===== src/rtl/chop_pkg.sv =====
package chop_pkg;
  typedef enum logic [2:0] {
    ST_IDLE,
    ST_GAP_ON,
    ST_ON,
    ST_GAP_OFF,
    ST_RECT
  } ph_state_e;

  function automatic int ns2cyc(input longint hz, input longint ns);
    return int'((hz * ns) / 64'd1_000_000_000);
  endfunction
endpackage


===== src/rtl/chop_offsel.sv =====
module chop_offsel #(
  parameter int CODE_W  = 4,
  parameter int CNT_W   = 12,
  parameter int OFF_L_C = 1150,
  parameter int OFF_M_C = 850,
  parameter int OFF_S_C = 700
) (
  input  logic [CODE_W-1:0] code_i,
  output logic [CNT_W-1:0]  off_o,
  output logic              zero_o
);
  localparam logic [CODE_W-1:0] THR_L = CODE_W'(8);
  localparam logic [CODE_W-1:0] THR_M = CODE_W'(4);

  always_comb begin
    zero_o = (code_i == '0);
    if (code_i >= THR_L)      off_o = CNT_W'(OFF_L_C);
    else if (code_i >= THR_M) off_o = CNT_W'(OFF_M_C);
    else                      off_o = CNT_W'(OFF_S_C);
  end
endmodule


===== src/rtl/chop_phase.sv =====
module chop_phase
  import chop_pkg::*;
#(
  parameter int CODE_W    = 4,
  parameter int CNT_W     = 12,
  parameter int BLANK_C   = 150,
  parameter int BLANK_L_C = 300,
  parameter int DEAD_C    = 50,
  parameter int OFF_L_C   = 1150,
  parameter int OFF_M_C   = 850,
  parameter int OFF_S_C   = 700
) (
  input  logic              clk_i,
  input  logic              rst_ni,
  input  logic              dis_i,
  input  logic              force_i,
  input  logic              blank_long_i,
  input  logic [CODE_W-1:0] code_i,
  input  logic              trip_i,
  output logic              trip_ok_o,
  output logic              main_o,
  output logic              rect_o
);
  localparam logic [CNT_W-1:0] ONE      = CNT_W'(1);
  localparam logic [CNT_W-1:0] DEAD_LD  = CNT_W'(DEAD_C - 1);
  localparam logic [CNT_W-1:0] BLK_S_LD = CNT_W'(BLANK_C - 1);
  localparam logic [CNT_W-1:0] BLK_L_LD = CNT_W'(BLANK_L_C - 1);
  localparam logic [CNT_W-1:0] GAPS     = CNT_W'(2 * DEAD_C + 1);

  ph_state_e        st_q;
  logic [CNT_W-1:0] cnt_q, off_q, off_sel, rect_ld;
  logic             zero, cnt_done;

  chop_offsel #(
    .CODE_W (CODE_W),
    .CNT_W  (CNT_W),
    .OFF_L_C(OFF_L_C),
    .OFF_M_C(OFF_M_C),
    .OFF_S_C(OFF_S_C)
  ) u_offsel (
    .code_i(code_i),
    .off_o (off_sel),
    .zero_o(zero)
  );

  assign cnt_done  = (cnt_q == '0);
  assign rect_ld   = off_q - GAPS;
  assign trip_ok_o = (st_q == ST_ON) && cnt_done && trip_i && !dis_i && !zero;
  assign main_o    = (st_q == ST_ON);
  assign rect_o    = (st_q == ST_RECT);

  always_ff @(posedge clk_i or negedge rst_ni) begin
    if (!rst_ni) begin
      st_q  <= ST_IDLE;
      cnt_q <= '0;
      off_q <= '0;
    end else if (dis_i || zero) begin
      st_q  <= ST_IDLE;
      cnt_q <= '0;
    end else begin
      unique case (st_q)
        ST_IDLE: begin
          st_q  <= ST_GAP_ON;
          cnt_q <= DEAD_LD;
        end
        ST_GAP_ON: begin
          if (cnt_done) begin
            st_q  <= ST_ON;
            cnt_q <= blank_long_i ? BLK_L_LD : BLK_S_LD;
          end else cnt_q <= cnt_q - ONE;
        end
        ST_ON: begin
          if (trip_ok_o || force_i) begin
            st_q  <= ST_GAP_OFF;
            cnt_q <= DEAD_LD;
            off_q <= off_sel;
          end else if (!cnt_done) cnt_q <= cnt_q - ONE;
        end
        ST_GAP_OFF: begin
          if (cnt_done) begin
            st_q  <= ST_RECT;
            cnt_q <= rect_ld;
          end else cnt_q <= cnt_q - ONE;
        end
        ST_RECT: begin
          if (cnt_done) begin
            st_q  <= ST_GAP_ON;
            cnt_q <= DEAD_LD;
          end else cnt_q <= cnt_q - ONE;
        end
        default: st_q <= ST_IDLE;
      endcase
    end
  end

  assert_reset_off_R1: assert property (@(posedge clk_i) !rst_ni |-> !main_o && !rect_o);

  assert_blank_hold_R2: assert property (@(posedge clk_i) disable iff (!rst_ni)
    (st_q == ST_ON && !cnt_done && !force_i && !dis_i && !zero) |=> main_o);

  assert_trip_ends_on_R4: assert property (@(posedge clk_i) disable iff (!rst_ni)
    trip_ok_o |=> !main_o);

  assert_no_overlap_R7: assert property (@(posedge clk_i) disable iff (!rst_ni)
    !(main_o && rect_o));

  assert_gap_before_main_R7: assert property (@(posedge clk_i) disable iff (!rst_ni)
    $rose(main_o) |-> $past(!rect_o));

  assert_gap_before_rect_R7: assert property (@(posedge clk_i) disable iff (!rst_ni)
    $rose(rect_o) |-> $past(!main_o));

  assert_zero_code_off_R9: assert property (@(posedge clk_i) disable iff (!rst_ni)
    zero |=> !main_o && !rect_o);

  assert_disable_off_R10: assert property (@(posedge clk_i) disable iff (!rst_ni)
    dis_i |=> !main_o && !rect_o);
endmodule


===== src/rtl/chop_pwm.sv =====
module chop_pwm
  import chop_pkg::*;
#(
  parameter int CLK_HZ        = 100_000_000,
  parameter int N_PH          = 2,
  parameter int CODE_W        = 4,
  parameter int BLANK_NS      = 1500,
  parameter int BLANK_LONG_NS = 3000,
  parameter int DEAD_NS       = 500,
  parameter int OFF_LONG_NS   = 11500,
  parameter int OFF_MID_NS    = 8500,
  parameter int OFF_SHORT_NS  = 7000
) (
  input  logic                     clk_i,
  input  logic                     rst_ni,
  input  logic                     dis_i,
  input  logic                     sync_i,
  input  logic                     blank_long_i,
  input  logic [N_PH*CODE_W-1:0]   code_i,
  input  logic [N_PH-1:0]          trip_i,
  output logic [N_PH-1:0]          main_o,
  output logic [N_PH-1:0]          rect_o
);
  localparam int BLANK_C   = ns2cyc(CLK_HZ, BLANK_NS);
  localparam int BLANK_L_C = ns2cyc(CLK_HZ, BLANK_LONG_NS);
  localparam int DEAD_C    = ns2cyc(CLK_HZ, DEAD_NS);
  localparam int OFF_L_C   = ns2cyc(CLK_HZ, OFF_LONG_NS);
  localparam int OFF_M_C   = ns2cyc(CLK_HZ, OFF_MID_NS);
  localparam int OFF_S_C   = ns2cyc(CLK_HZ, OFF_SHORT_NS);
  localparam int CNT_W     = $clog2(OFF_L_C + BLANK_L_C + 1);

  logic [N_PH-1:0] trip_ok, force_off;

  for (genvar p = 0; p < N_PH; p++) begin : g_ph
    localparam logic [N_PH-1:0] SELF = N_PH'(1) << p;

    assign force_off[p] = sync_i && |(trip_ok & ~SELF);

    chop_phase #(
      .CODE_W   (CODE_W),
      .CNT_W    (CNT_W),
      .BLANK_C  (BLANK_C),
      .BLANK_L_C(BLANK_L_C),
      .DEAD_C   (DEAD_C),
      .OFF_L_C  (OFF_L_C),
      .OFF_M_C  (OFF_M_C),
      .OFF_S_C  (OFF_S_C)
    ) u_ph (
      .clk_i       (clk_i),
      .rst_ni      (rst_ni),
      .dis_i       (dis_i),
      .force_i     (force_off[p]),
      .blank_long_i(blank_long_i),
      .code_i      (code_i[p*CODE_W +: CODE_W]),
      .trip_i      (trip_i[p]),
      .trip_ok_o   (trip_ok[p]),
      .main_o      (main_o[p]),
      .rect_o      (rect_o[p])
    );

    assert_sync_follow_R8: assert property (@(posedge clk_i) disable iff (!rst_ni)
      (sync_i && |(trip_ok & ~SELF) && main_o[p]) |=> !main_o[p]);
  end
endmodule


===== config.mk =====
export PLATFORM = sky130hd
export DESIGN_NAME = chop_pwm
export DESIGN_NICKNAME = d
export VERILOG_FILES = /design/src/rtl/chop_pkg.sv /design/src/rtl/chop_offsel.sv /design/src/rtl/chop_phase.sv /design/src/rtl/chop_pwm.sv
export SDC_FILE = /design/constraint.sdc
export NUM_CORES = 1
export LEC_CHECK = 0
export BUFFER_PORTS_ARGS = -buffer_cell sky130_fd_sc_hd__clkbuf_2
export CAP_MARGIN = 20
export CELL_PAD_IN_SITES_DETAIL_PLACEMENT = 1
export CELL_PAD_IN_SITES_GLOBAL_PLACEMENT = 2
export CORE_ASPECT_RATIO = 0.7
export CORE_UTILIZATION = 38
export CTS_CLUSTER_DIAMETER = 30
export CTS_CLUSTER_SIZE = 10
export DETAILED_ROUTE_END_ITERATION = 10
export HOLD_SLACK_MARGIN = 0.08
export PLACE_DENSITY_LB_ADDON = 0.1
export REMOVE_ABC_BUFFERS = 1
export SYNTH_ARGS = -nofsm -noshare
export SYNTH_HDL_FRONTEND = slang
export SYNTH_SLANG_ARGS = --single-unit
export TNS_END_PERCENT = 100

===== constraint.sdc =====
create_clock -name clk_i -period 3 [get_ports clk_i]
set_input_delay 0.45 -clock clk_i [delete_from_list [all_inputs] [get_ports clk_i]]
set_output_delay 0.45 -clock clk_i [all_outputs]
set_load 0.005 [all_outputs]

Yosys cells after proc, flatten, opt, wreduce, memory -nomap -nowiden:

Cells that the tools add are included.

* add/subtract/negate cells: 4
* order comparisons: 4
* eq/ne operators: 18
* mux-type cells: 31
* bitwise logic cells: 2
* reduce and logical (&&, ||, !) cells: 31

Operator list (count)
* 11-bit two-way mux: 14
* 11-bit one-hot mux with 5 select lines: 2
* 3-bit two-way mux: 10
* 3-bit one-hot mux with 5 select lines: 2
* 9-bit two-way mux: 3
* 11-bit zero test: 2
* 11-bit by 1-bit subtractor with 11-bit output (second input constant): 2
* 11-bit by 7-bit subtractor with 11-bit output (second input constant): 2
* 3-bit by 2-bit equality test with 1-bit output (second input constant): 4
* 3-bit by 1-bit inequality test with 1-bit output (second input constant): 4
* 3-bit inequality test (second input constant): 4
* 6-bit nonzero test: 2
* 1-bit logical AND: 10
* 4-bit by 3-bit >= comparator with 1-bit output (second input constant): 2
* 4-bit >= comparator (second input constant): 2
* 4-bit zero test: 2
* 4-bit inequality test (second input constant): 2
* 4-bit AND reduction: 2
* 3-bit by 1-bit equality test with 1-bit output (second input constant): 2
* 3-bit equality test (second input constant): 2
* 3-bit zero test: 2
* 3-bit AND reduction: 2
* 1-bit logical OR: 4
* 2-bit AND reduction: 2
* other kinds (2): 5

* register bits: 50
* input port bits: 15
* output and inout port bits: 4
* word-level logic and storage cells: 96

Depth between registers and ports, before layout:

* depth in word-level cells: 10
* gate-level depth with buffers: 10
* depth with buffers taken out: 8

Cells and area by module:

From an unflattened synthesis, not the netlist that was laid out.

* cells, all modules: 431
* area total of the unflattened synthesis: 3737.3 um^2

By module, submodules not included
* chop_phase at g_ph[0].u_ph: instances 1, cells each 196, area each 1781.7 um^2, seq. area each 625.6 um^2
* chop_phase at g_ph[1].u_ph: instances 1, cells each 205, area each 1767.9 um^2, seq. area each 625.6 um^2
* chop_offsel: instances 2, cells each 14, area each 87.6 um^2, seq. area each 0.0 um^2
* chop_pwm: instances 1, cells each 2, area each 12.5 um^2, seq. area each 0.0 um^2

Worst setup path before layout:

Ideal clock, no wire load.

* path type: reg-to-reg
* start point: register g_ph[1].u_ph.cnt_q[0]
* end point: register g_ph[0].u_ph.cnt_q[6]
* library setup time: 0.122 ns
* arrival: 2.346 ns
* data required time: 2.878 ns
* setup slack: 0.532 ns
* stages on the path, launching flop included: 9
* path buffers: 0
* period minus slack after synthesis: 2.468 ns
* path through: dfrtp_1 inv_1 ha_1 or4b_2 nor3_1 a21oi_1 a21oi_1 o21ai_0 a32o_1

* word-level cells in the longest chain between the ends: 10
* elaborated cells on any way between the ends: 12
* classes of those cells: eq/ne: 1; mux: 3; reduce/logical: 8

RTL lines
* start, declared: RTL line chop_phase.sv:31 `logic [CNT_W-1:0] cnt_q, off_q, off_sel, rect_ld;`
* start signal, assigned: RTL line chop_phase.sv:69 `cnt_q <= blank_long_i ? BLK_L_LD : BLK_S_LD;`
* start signal, assigned: RTL line chop_phase.sv:70 `end else cnt_q <= cnt_q - ONE;`
* start signal, assigned: RTL line chop_phase.sv:77 `end else if (!cnt_done) cnt_q <= cnt_q - ONE;`
* 11-bit zero test *: RTL line chop_phase.sv:46 `assign cnt_done = (cnt_q == '0);`
* 1-bit logical AND * (4 in a row): RTL line chop_phase.sv:48 `assign trip_ok_o = (st_q == ST_ON) && cnt_done && trip_i && !dis_i && !zero;`
* 1-bit logical AND *: RTL line chop_pwm.sv:37 `assign force_off[p] = sync_i && |(trip_ok & ~SELF);`
* 1-bit logical OR *: RTL line chop_phase.sv:73 `if (trip_ok_o || force_i) begin`
* 11-bit two-way mux: RTL line chop_phase.sv:73
* 11-bit one-hot mux with 5 select lines: RTL line chop_phase.sv:61 `unique case (st_q)`
* 11-bit two-way mux: RTL line chop_phase.sv:57 `end else if (dis_i || zero) begin`
* end signal, assigned: RTL line chop_phase.sv:69
* end signal, assigned: RTL line chop_phase.sv:70
* end signal, assigned: RTL line chop_phase.sv:77
* end, declared: RTL line chop_phase.sv:31

Mark *: on every way between the ends. The rest lies on a longest branch, timed or not.
A chain may end at the register's enable or synchronous reset.

Worst setup path after layout:

* start point: register g_ph[1].u_ph.cnt_q[0]
* end point: register g_ph[0].u_ph.cnt_q[7]

The elaborated chain is that of the path after synthesis.

==> summary.log <==
[sta] setup repair after global routing missed its margin no
[setup_path] Critical Path, Cell by Cell inv_1 -> ha_1 -> or4b_2 -> nor3_1 -> buf_4 -> a21o_1 -> o311ai_1 -> a21oi_1 -> a221o_1
[setup_path] Worst Path Buf+Inv 2
[setup_path] kind of cell with the highest combined delay on the critical path compound AO/OA/AOI/OAI gates
[placement] detailed placement HPWL 9.216 mm
[logic_synthesis] leading register cell type out of synthesis sky130_fd_sc_hd__dfrtp_1
[placement] worst slack after detailed placement 260.1 ps
[final_layout] Filler Cell Count 1070
[floorplan] area of the placeable core 0.008618 mm²
[setup_path] Worst Path Arrival 3060 ps
[routing] number of nets still failing antenna checks after routing 0
[setup_path] cell with the biggest individual delay on the critical path sky130_fd_sc_hd__o311ai_1
[sta] maximum frequency from static timing analysis 346.9 MHz
[grt] number of antenna violations at the first check in global routing 0
[logic_synthesis] sequential-to-total area share from yosys stat 0.3049
[grt] global routing usage summed across all routing layers 0.2644
[run] Max-cap violations 0
[sta] slew at the pin closest to its max-slew limit 989.1 ps
[setup_path] type of element launching the critical path flip-flop
[routing] vias per cell 5.984
[logic_synthesis] EDFF count, synth 0
[floorplan] area of the die 0.009462 mm²
[sta] sum of negative setup slack 0 ps
[grt] via count of the first global-routing pass 3367
[routing] 1st-pass router iterations 4
[routing] DR WL/cell 20.67 µm
[sta] post-route worst setup slack 117.5 ps
[floorplan] Starting Density 0.4000
[clocking] clock latency of the later-clocked register in the worst-skew pair 290 ps
[sta] worst max-slew margin expressed relative to the limit 0.3302
[sta] Clock Skew 6.074 ps
[logic_synthesis] Synth top cells by count 50 x sky130_fd_sc_hd__nand2_1, 42 x sky130_fd_sc_hd__dfrtp_1, 24 x sky130_fd_sc_hd__a21oi_1
[sta] setup violators final 0
[floorplan] die height 81.69 µm
[clocking] post_cts resized 0
[worst_hold_path] path class of the lowest-slack min-delay path primary input to async pin
[clocking] clock root buffer sky130_fd_sc_hd__clkbuf_16
[clocking] Bufs on Longest Clock Path 2
[setup_path] CP max stage delay 820 ps
[routing] DRC violation count after routing 0
[floorplan] overall die width 115.8 µm
[final_layout] number of antenna diodes 0
[placement] instance area after placement 0.003785 mm²
[grt] first-pass GRT wire length 18.55 mm
[setup_path] CP Class flip-flop to flip-flop
[power_and_ir_drop] leakage power 0.001771 µW
[logic_synthesis] top area cells in the synthesized netlist sky130_fd_sc_hd__dfrtp_1 30%, sky130_fd_sc_hd__ha_1 6.5%, sky130_fd_sc_hd__nand2_1 5.4%
[clocking] count of hold-fix buffers inserted at cts 0
[logic_synthesis] flip-flop and latch count after synthesis 42
[logic_synthesis] library cell with the highest instance count after synthesis sky130_fd_sc_hd__nand2_1
[clocking] count of buffers added by post-CTS timing repair for setup 0
[sta] Period minus WS final 2882 ps
[final_layout] sequential standard cell area 0.001051 mm²
[routing] wirelength, routed 11.62 mm
[grt] pin count of the biggest net entering global routing 26
[setup_path] required time at the endpoint of the critical path 3170 ps
[clocking] level count of the clock H-tree 2
[placement] total of buffers placed on input and output ports 18
[final_layout] area used by multi-input combinational logic 0.002212 mm²
[logic_synthesis] count of different cell masters after synthesis 70
[sta] number of hold violations in the final report 0
[logic_synthesis] cell area after technology mapping 0.003447 mm²
[clocking] CTS tree built
[logic_synthesis] dominant cell type by area after synthesis sky130_fd_sc_hd__dfrtp_1
[routing] via count 3363
[final_layout] Syn-to-layout area delta 14.08%
[floorplan] IO Pins 19
[logic_synthesis] count of yosys warnings during synthesis 0
[grt] total gr overflow 0
[setup_path] Max Fanout on Critical Path 5
[logic_synthesis] proportion of synthesized flip-flops having asynchronous set or reset 1.000
[final_layout] post-route cell area 0.003933 mm²
[placement] final weighted congestion of routability-driven global placement 0.9910
[routing] number of DRC violations after detailed-routing iteration 0 284
[logic_synthesis] Post-Synthesis Cells 412
[logic_synthesis] Avg Synthesized Cell Area 8.367 µm²
[final_layout] layout cell share with drive strength beyond 1 0.1561
[logic_synthesis] area share of the leading cell type in the synthesized netlist 0.3049
[setup_path] CP Capture Type flip-flop
[clocking] clock buffers created by TritonCTS 5
[final_layout] net total in the final layout 474
[floorplan] number of rows in the core area 28
[sta] final critical-path share of the clock period 0.9608
[run_status] status complete, no violations
[clocking] clock transition at the registers of the reported paths 60 ps
[power_and_ir_drop] peak ir drop on the vdd network 0.0001870 V
[power_and_ir_drop] cell area power density 578.6 mW/mm²
[clocking] clock sinks 42
[sta] fin. max-slew vios 0
[state kept, by name (all words and copies together), names as in the netlist]
register / cells
g_ph.u_ph.cnt_q: 22
g_ph.u_ph.st_q: 6
g_ph.u_ph.off_q: 14
[layout by cell type (no fill, tap or decap), types with 3 or more instances in the layout]
| cell type | n |
|---|---|
| sky130_fd_sc_hd__nand3_1 | 13 |
| sky130_fd_sc_hd__xor2_1 | 9 |
| sky130_fd_sc_hd__a21o_1 | 10 |
| sky130_fd_sc_hd__nand2b_1 | 5 |
| sky130_fd_sc_hd__nand2_1 | 50 |
| sky130_fd_sc_hd__a2111oi_0 | 3 |
| sky130_fd_sc_hd__ha_1 | 18 |
| sky130_fd_sc_hd__a32o_1 | 5 |
| sky130_fd_sc_hd__clkbuf_16 | 5 |
| sky130_fd_sc_hd__a221o_1 | 3 |
| sky130_fd_sc_hd__inv_1 | 16 |
| sky130_fd_sc_hd__o22ai_1 | 4 |
| sky130_fd_sc_hd__a21oi_1 | 24 |
| sky130_fd_sc_hd__a22o_1 | 6 |
| sky130_fd_sc_hd__mux2i_1 | 5 |
| sky130_fd_sc_hd__a31oi_1 | 4 |
| sky130_fd_sc_hd__nand3b_1 | 3 |
| sky130_fd_sc_hd__buf_4 | 29 |
| sky130_fd_sc_hd__a211oi_1 | 6 |
| sky130_fd_sc_hd__clkbuf_2 | 18 |
| sky130_fd_sc_hd__a32oi_1 | 3 |
| sky130_fd_sc_hd__o31ai_1 | 7 |
| sky130_fd_sc_hd__o41ai_1 | 3 |
| sky130_fd_sc_hd__or2_2 | 4 |
| sky130_fd_sc_hd__nor4_1 | 7 |
| sky130_fd_sc_hd__o21ai_0 | 20 |
| sky130_fd_sc_hd__nor2_1 | 23 |
| sky130_fd_sc_hd__nor3_1 | 17 |
| sky130_fd_sc_hd__and3_1 | 6 |
| sky130_fd_sc_hd__nor2b_1 | 5 |
| sky130_fd_sc_hd__xnor2_1 | 15 |
| sky130_fd_sc_hd__a21boi_0 | 4 |
| sky130_fd_sc_hd__dfrtp_1 | 42 |
[stage by stage]
step           total power [µW]  hold slack, ps  cells  utilization
6_report                   2275           187.6    562       0.4563
5_1_grt                    2413           243.2    562       0.4563
4_1_cts                    2269           215.2    562       0.4563
3_5_place_dp               1693           515.9    554       0.4392
3_3_place_gp               1686           505.6    554       0.4392
2_1_floorplan              1292           154.4    387            -
[logic make-up after synthesis]
logic type / share of synthesized area
flip-flops: 0.3049
AND/OR/NAND/NOR: 0.2269
multiplexers: 0.02214
AO/OA/AOI/OAI: 0.2664
buffers and inverters: 0.05336
adder cells (fa/ha/maj): 0.06534
XOR/XNOR: 0.06098
[area by class of cell]
class,instances,share of cell area
multi-input cells,328,0.5625
repair buffers,47,0.07827
flip-flops and latches,42,0.2673
clock buffers,7,0.03627
well taps,120,0.03818
clock inverters,1,0.001273
inverters,17,0.01623
[worst register-to-register path, stage by stage (launching register included)]
cell and delay [ps]:
sky130_fd_sc_hd__dfrtp_1 430, sky130_fd_sc_hd__inv_1 130, sky130_fd_sc_hd__ha_1 230, sky130_fd_sc_hd__or4b_2 250, sky130_fd_sc_hd__nor3_1 60, sky130_fd_sc_hd__buf_4 140
sky130_fd_sc_hd__a21o_1 210, sky130_fd_sc_hd__o311ai_1 820, sky130_fd_sc_hd__a21oi_1 140, sky130_fd_sc_hd__a221o_1 370
[path summary, 6_finish.rpt]
check	start	to	slack, ps	cells after the start
max in group asynchronous	rst_ni	g_ph[0].u_ph.off_q[10]	2100	2
hold reg to reg	g_ph[1].u_ph.off_q[4]	g_ph[1].u_ph.off_q[4]	520	2
hold / removal	rst_ni	g_ph[1].u_ph.cnt_q[3]	190	1
setup / recovery	g_ph[1].u_ph.cnt_q[0]	g_ph[0].u_ph.cnt_q[7]	120	9
setup reg to reg	g_ph[1].u_ph.cnt_q[0]	g_ph[0].u_ph.cnt_q[7]	120	9
min in group clk_i	code_i[2]	g_ph[0].u_ph.off_q[5]	400	2
[report_power, final]
group	leakage [µW]	total, µW	internal [µW]	switching, µW
sequential	0.000540	672	614	57.1
clock	0.0000739	559	331	229
combinational	0.00116	1040	391	654
total	0.00177	2280	1340	939
[per-layer routing]
layer  vias to the layer above  wire length [µm]  GRT usage
li1                       1596                 -          -
met1                      1670              6111     0.4166
met2                        92              4454     0.3571
met3                         5              1010    0.07380
met4                         0                39    0.02692
met5                         -                 0          0
Note: power is estimated with default switching activity, not from simulation.
